### src/rtl/sync_align_pkg.sv
// Package: shared constants for the aligned sync generator.
// Assumes: the fast/slow period ratio is a fixed integer of at least 2.
package sync_align_pkg;
    localparam int unsigned SA_DEF_RATIO = 6;

    // Width that can hold a phase index 0 .. ratio-1.
    function automatic int unsigned sa_phase_width(input int unsigned ratio);
        return (ratio <= 2) ? 1 : $clog2(ratio);
    endfunction
endpackage

### src/rtl/sa_phase_track.sv
// Module: modulo-RATIO phase tracker locked to a slow-edge marker.
// The marker cycle is phase 0. The count then advances by one per fast
// cycle and wraps after RATIO-1. The block is flagged locked once any
// marker has been seen since reset.
// Assumes: slow_edge is synchronous to clk and free of metastability.
module sa_phase_track #(
    parameter int unsigned RATIO = sync_align_pkg::SA_DEF_RATIO,
    localparam int unsigned PW   = sync_align_pkg::sa_phase_width(RATIO)
) (
    input  logic clk,
    input  logic rst_n,
    input  logic slow_edge,
    output logic aligned
);
    localparam logic [PW-1:0] LAST_PH = PW'(RATIO - 1);

    logic [PW-1:0] ph_q;
    logic [PW-1:0] ph_eff;
    logic          locked_q;
    logic          locked_eff;

    // Marker overrides the stored count: this cycle is phase 0.
    always_comb begin
        ph_eff     = slow_edge ? '0 : ph_q;
        locked_eff = locked_q | slow_edge;
        aligned    = locked_eff && (ph_eff == '0);
    end

    // Advance the phase with wrap, and remember that a marker was seen.
    always_ff @(posedge clk) begin
        if (!rst_n) begin
            ph_q     <= '0;
            locked_q <= 1'b0;
        end else begin
            ph_q     <= (ph_eff == LAST_PH) ? '0 : ph_eff + PW'(1);
            locked_q <= locked_eff;
        end
    end
endmodule

### src/rtl/sa_req_hold.sv
// Module: request latch that releases one pulse on an aligned cycle.
// A request is captured at the clock edge. Requests arriving while one is
// pending, or in the release cycle, are absorbed.
// Assumes: aligned is high on at most one cycle per slow period.
module sa_req_hold (
    input  logic clk,
    input  logic rst_n,
    input  logic sync_req,
    input  logic aligned,
    output logic pending,
    output logic fire
);
    logic pend_q;

    // Release when a latched request meets an aligned cycle.
    always_comb begin
        fire    = pend_q & aligned;
        pending = pend_q;
    end

    // Latch request; clear on release (same-cycle requests are dropped).
    always_ff @(posedge clk) begin
        if (!rst_n)
            pend_q <= 1'b0;
        else if (fire)
            pend_q <= 1'b0;
        else if (sync_req)
            pend_q <= 1'b1;
    end
endmodule

### src/rtl/sync_align_gen.sv
// Module: top of the aligned run-start sync generator.
// Issues a one-cycle sync pulse only on a fast cycle that coincides with
// a slow-clock edge, at a fixed RATIO:1 period ratio.
// Assumes: slow_edge is pre-sampled into the fast domain; clocks are
// generated and distributed elsewhere.
module sync_align_gen #(
    parameter int unsigned RATIO = sync_align_pkg::SA_DEF_RATIO
) (
    input  logic clk,
    input  logic rst_n,
    input  logic sync_req,
    input  logic slow_edge,
    output logic sync_pulse,
    output logic busy
);
    logic aligned;

    // Phase reference derived from the slow-edge marker.
    sa_phase_track #(.RATIO(RATIO)) u_phase (
        .clk       (clk),
        .rst_n     (rst_n),
        .slow_edge (slow_edge),
        .aligned   (aligned)
    );

    // Request capture and aligned release.
    sa_req_hold u_hold (
        .clk      (clk),
        .rst_n    (rst_n),
        .sync_req (sync_req),
        .aligned  (aligned),
        .pending  (busy),
        .fire     (sync_pulse)
    );
endmodule

### config.mk
export PLATFORM = sky130hd
export DESIGN_NAME = sync_align_gen
export DESIGN_NICKNAME = d
export VERILOG_FILES = /design/src/rtl/sync_align_pkg.sv /design/src/rtl/sa_phase_track.sv /design/src/rtl/sa_req_hold.sv /design/src/rtl/sync_align_gen.sv
export SDC_FILE = /design/constraint.sdc
export NUM_CORES = 1
export LEC_CHECK = 0
export BUFFER_PORTS_ARGS = -buffer_cell sky130_fd_sc_hd__buf_4
export CAP_MARGIN = 20
export CORE_AREA = 2 2 39 41
export DETAILED_ROUTE_END_ITERATION = 8
export DIE_AREA = 0 0 41 43
export PLACE_DENSITY_LB_ADDON = 0.15
export SYNTH_ARGS = -nofsm -noshare
export SYNTH_HDL_FRONTEND = slang
export SYNTH_HIERARCHICAL = 1
export SYNTH_SLANG_ARGS = --single-unit
### constraint.sdc
create_clock -name clk -period 0.9 [get_ports clk]
set_input_delay 0 -clock clk [delete_from_list [all_inputs] [get_ports clk]]
set_output_delay 0 -clock clk [all_outputs]
set_load 0.02 [all_outputs]
# ---- After elaboration in Yosys (flattened, before gate mapping)
# Index checks and enable logic that the tools add are counted.
dict set report totals {
  input_bits 4
  elab_cells 13
  register_bits 5
  out_inout_bits 2
}
dict set report op_classes {
  n_bitwise 3
  add_sub_neg 1
  n_mux 1
  reduce_logical 4
  n_eq_ne 1
}
# cell n
set ops {}
lappend ops {{2-bit OR reduction} 2}
lappend ops {{3-bit by 1-bit adder with 3-bit output (second input constant)} 1}
lappend ops {{3-bit equality test (second input constant)} 1}
lappend ops {{3-bit logical NOT} 1}
lappend ops {{3-bit 2-to-1 mux} 1}
lappend ops {{1-bit bitwise AND} 1}
lappend ops {{1-bit logical AND} 1}
lappend ops {{1-bit NOT} 1}
lappend ops {{1-bit OR} 1}

# ---- Depth between registers and ports, before layout
dict set report depth {
  depth_word 5
  mapped_depth 5
  ltp_nobuf 5
}

# ---- Cells and area by module
# The synthesis kept the hierarchy.
# mod cells_per_inst n_inst area_per_inst_um2
set modules_own_cells {}
lappend modules_own_cells {sa_phase_track 17 1 178.9}
lappend modules_own_cells {sa_req_hold 4 1 40.0}

# ---- Worst setup path before layout
# Ideal clock, no wire load.
dict set report synth_timing {
  kind {reg2reg}
  startpoint {register u_phase.ph_q[0]}
  endpoint {register u_hold.pend_q (netlist: u_hold/pending)}
  period_less_slack_ns 0.999
  t_arrival_ns 0.937
  path_slack_ns -0.099
  n_path_buf 0
  required_ns 0.838
  stages_incl_launch_ff 6
  cell_sequence {dfxtp_1 nand2b_4 ha_1 o21a_1 and2_4 nor2_2}
}
dict set report synth_between {
  elab_chain_len 5
}
# item line_no
set synth_rtl {}
lappend synth_rtl {{start, declared} sa_phase_track.sv:17} ;# logic [PW-1:0] ph_q;
lappend synth_rtl {{start signal, assigned} sa_phase_track.sv:35} ;# ph_q <= (ph_eff == LAST_PH) ? '0 : ph_eff + PW'(1);
lappend synth_rtl {{3-bit 2-to-1 mux} sa_phase_track.sv:24} ;# ph_eff = slow_edge ? '0 : ph_q;
lappend synth_rtl {{3-bit logical NOT} sa_phase_track.sv:26} ;# aligned = locked_eff && (ph_eff == '0);
lappend synth_rtl {{1-bit logical AND} sa_phase_track.sv:26}
lappend synth_rtl {{via aligned} sync_align_gen.sv:16} ;# logic aligned;
lappend synth_rtl {{1-bit bitwise AND} sa_req_hold.sv:17} ;# fire = pend_q & aligned;
lappend synth_rtl {{via sync_pulse} sync_align_gen.sv:13} ;# output logic sync_pulse,
lappend synth_rtl {{2-bit OR reduction (no line)} n/a}
lappend synth_rtl {{end signal, assigned} sa_req_hold.sv:24} ;# pend_q <= 1'b0;
lappend synth_rtl {{end signal, assigned} sa_req_hold.sv:26} ;# pend_q <= 1'b0;
lappend synth_rtl {{end signal, assigned} sa_req_hold.sv:28} ;# pend_q <= 1'b1;
lappend synth_rtl {{end, declared} sa_req_hold.sv:13} ;# logic pend_q;
# The timed path passes the listed nets, and every way through them passes these cells.
# A chain may end at the register's enable or synchronous reset.

# ---- Worst setup path after layout
dict set report layout_timing {
  startpoint {register u_phase.ph_q[0]}
  endpoint {output port sync_pulse}
}
dict set report layout_between {
  elab_chain_len 4
}
# item line_no
set layout_rtl {}
lappend layout_rtl {{3-bit 2-to-1 mux} sa_phase_track.sv:24}
lappend layout_rtl {{3-bit logical NOT} sa_phase_track.sv:26}
lappend layout_rtl {{1-bit logical AND} sa_phase_track.sv:26}
lappend layout_rtl {{via aligned} sync_align_gen.sv:16}
lappend layout_rtl {{1-bit bitwise AND} sa_req_hold.sv:17}
lappend layout_rtl {{end, declared} sync_align_gen.sv:13}
# The timed path passes the listed nets, and every way through them passes these cells.

==> results.yml <==
outcome:
  run_status: "finished, violations left"
  violations: "setup timing"
synth:
  syn_nets: 26
  number_of_warnings_printed_during_yosys_synthesis: 6
  synth_edf_count: 0
  synthArstFlopShare_pct: 0
  ys.flop_type: "sky130_fd_sc_hd__dfxtp_1"
  post_synth_inst_count: 21
  yosys_register_bits: 5
  postSynthAreaPerCell_um2: 10.4
  netlist_area_um2: 219
  synthDominantCellAreaShare_pct: 45.7
  yosys.area.top_type: "sky130_fd_sc_hd__dfxtp_1"
  synthTopCellsByCount: "5 x sky130_fd_sc_hd__dfxtp_1, 3 x sky130_fd_sc_hd__nand2b_1, 2 x sky130_fd_sc_hd__o21a_1"
  synth_most_common_cell: "sky130_fd_sc_hd__dfxtp_1"
  biggest_area_contributors_in_the_synthesized_netlist: "sky130_fd_sc_hd__dfxtp_1 46%, sky130_fd_sc_hd__nand2b_1 8.6%, sky130_fd_sc_hd__o21a_1 6.9%, sky130_fd_sc_hd__nand2b_4 6.3%, sky130_fd_sc_hd__ha_1 5.7%"
  netlist-cell-type-count: 14
  synth-seq-area-share_pct: 45.7
worst_setup_path:
  critical_path.slowest_cell: "sky130_fd_sc_hd__dfxtp_4"
  slowest_delay_ns: 0.36
  reg2reg_depth: 4
  worst-setup-path-type: "flop to output pin"
  setup.reg_to_reg.worst_slack_ns: -0.16
  cp_cell_sequence: "nand2b_4 -> ha_4 -> o21a_1 -> and2_4 -> buf_6"
  crit_fanout: 3
  crit_required_ns: 0.90
  timing.critical_path.to_type: "output pin"
  crit_path_start_kind: "flop"
  crit_arrival_ns: 1.17
sta:
  max_freq_mhz: 858
  setup-violations-final: 4
  timing_max_transition_violations_final: 0
  layout_setup_ws_ns: -0.266
  final.period_utilization_pct: 130
  finalHoldViolations: 0
  period_minus_slack_ns: 1.17
  maxSlewHeadroom_pct: 90.0
  rsz_0062_raised_after_global_routing: "yes"
  worstMarginPinSlew_ns: 0.149
  fin_worst_skew_ns: 0.00177
place:
  place.detailed.instances: 43
  cell_area_after_placement_um2: 299
  place_congestion: 0.593
  place_worst_setup_slack_ns: -0.0683
  count_of_buffers_from_port_buffering: 5
grt:
  grt_pass1_vias: 227
  gr_overflow_total: 0
  globalRouteTotalUtil_pct: 7.45
  grt_start_max_net_pins: 6
  grt.met3_usage_pct: 1.57
  use_met1_pct: 8.12
  antenna_found_initial: 0
  grt-busiest-layer: "met2"
  grt_pass1_wl_um: 855
  groute.layer.met2.usage_pct: 10.6
detailed_routing:
  detail_route.wirelength_um: 487
  drt_first_iter_violations: 6
  antenna_violating_nets_post_route: 0
  drt_first_pass_iters: 4
  drt_drc_violations_left: 0
  post_drt_wl_per_cell_um: 9.55
  route.vias.total: 208
  vias_per_cell: 4.08
finish:
  synthToLayoutAreaGrowth_pct: 71.4
  final_net_count: 41
  layout-drive-gt1-share_pct: 54.3
  final.fill_count: 148
  antennaDiodeCount: 0
  multi_input_comb_area_um2: 135
  regArea_um2: 105
  layout.cells.non_filler: 51
  finish.instance_area_um2: 375
cts:
  ctsLongestPathBuffers: 2
  cts-htree-levels: 1
  numCtsBuffers: 3
  clk-insertion-delay-late_ns: 0.24
  cts_tree: "done"
  clkSinkCount: 5
  cts_root_buf: "sky130_fd_sc_hd__clkbuf_4"
  clkTransAtPathRegs_ns: 0.04
floorplan:
  rows: 14
  die_height_um: 43
  floorplan.core_area_um2: 1380
  dieArea_um2: 1760
  design.portCount: 6
  die_x_um: 41
  start_util_pct: 15.8
pwr:
  clock_power_share_pct: 42.0
  total_power_uw: 612
  power.share.sequential_pct: 40.5
  p_switching_uw: 142
  power.static_leakage_nw: 0.155
  power.combinational.fraction_pct: 17.5
  worst_ir_drop_vdd_mv: 0.622
  cell_internal_pwr_uw: 470
  net_switching_share_of_the_total_power_pct: 23.1
  power_density_nw_per_um2: 1630
min_path:
  timing.hold.worst_path_depth: 2
  hold_path_class: "input pin to flop"
job:
  maxCapViolCount: 0
-- state kept, by name, indices dropped and copies added, names as in the netlist --
| signal | count |
|---|---|
| u_hold/pending | 1 |
| u_phase/locked_q | 1 |
| u_phase/ph_q | 3 |
-- worst max-delay path: cells and delay by family (launching register included) --
| family | cells | cell delay, ns |
|---|---|---|
| simple gates | 2 | 0.21 |
| compound gates | 1 | 0.09 |
| flops | 1 | 0.36 |
| buf+inv | 1 | 0.12 |
| fa+ha+maj | 1 | 0.15 |
-- placed cells by master, fill, tap and decap left out --
master / n
sky130_fd_sc_hd__a21oi_1: 1
sky130_fd_sc_hd__and2_1: 1
sky130_fd_sc_hd__and2_4: 1
sky130_fd_sc_hd__buf_4: 7
sky130_fd_sc_hd__buf_6: 2
sky130_fd_sc_hd__clkbuf_1: 1
sky130_fd_sc_hd__clkbuf_4: 3
sky130_fd_sc_hd__dfxtp_1: 3
sky130_fd_sc_hd__dfxtp_2: 1
sky130_fd_sc_hd__dfxtp_4: 1
sky130_fd_sc_hd__dlygate4sd3_1: 1
sky130_fd_sc_hd__ha_4: 1
sky130_fd_sc_hd__inv_1: 1
sky130_fd_sc_hd__nand2b_1: 2
sky130_fd_sc_hd__nand2b_4: 2
sky130_fd_sc_hd__nand3b_1: 1
sky130_fd_sc_hd__nor2_2: 1
sky130_fd_sc_hd__nor2b_1: 1
sky130_fd_sc_hd__o21a_1: 2
sky130_fd_sc_hd__o21ai_1: 1
sky130_fd_sc_hd__o311a_1: 1
-- final timing paths --
kind	start	to
max reg2reg	u_phase/ph_q[0]	u_phase/ph_q[1]
max	u_phase/ph_q[0]	sync_pulse
min reg2reg	u_phase/locked_q	u_phase/locked_q
min	slow_edge	u_phase/locked_q
-- metal layers --
layer | vias up | wire (µm)
li1 | 100 | -
met1 | 99 | 202
met2 | 9 | 250
met3 | 0 | 34
met4 | 0 | 0
met5 | - | 0
-- cell type report --
cell class | instances | share of cell area, %
inverters | 1 | 1.00
repair buffers | 10 | 22.7
flip-flops and latches | 5 | 28.0
well taps | 16 | 5.33
multi-input cells | 15 | 36.0
clock buffers | 4 | 7.00
-- timing repair --
item | CTS | global route
setup buffers | 2 | 1
hold buffers | 1 | 0
setup endpoints to repair | 2 | 3
pin swaps | 2 | 0
gates cloned | 0 | 0
hold endpoints to repair | 1 | 0
resized for setup | 2 | 2
-- stage by stage --
stage                     utilization [%]  TNS, ns  hold slack, ns
after floorplan                         -  -0.0366           0.117
after global routing                 27.1   -0.739         0.00991
final                                27.1   -0.577         0.00976
after detailed placement             21.6   -0.111           0.248
after CTS                            26.1   -0.482         0.00111
after global placement               21.6  -0.0969           0.244
-- power groups by stage --
stage | logic, mW | registers, mW | clock network [mW]
floorplan | 0.0438 | 0.255 | 0
global placement | 0.0842 | 0.250 | 0
detailed placement | 0.0852 | 0.251 | 0
CTS | 0.102 | 0.249 | 0.273
global route | 0.116 | 0.249 | 0.282
finish | 0.107 | 0.248 | 0.257
-- cell families (layout without fill, tap and decap cells) --
kind of cell               count (synthesis)  after routing  share of synthesized area (%)
DFF                                        5              5                           45.7
buffers and inverters                      1             15                           1.71
and+or+nand+nor                            9              9                           30.9
AOI/OAI and AO/OA                          5              5                           16.0
adders and majority gates                  1              1                           5.71
Power figures use the tool's default switching activity.
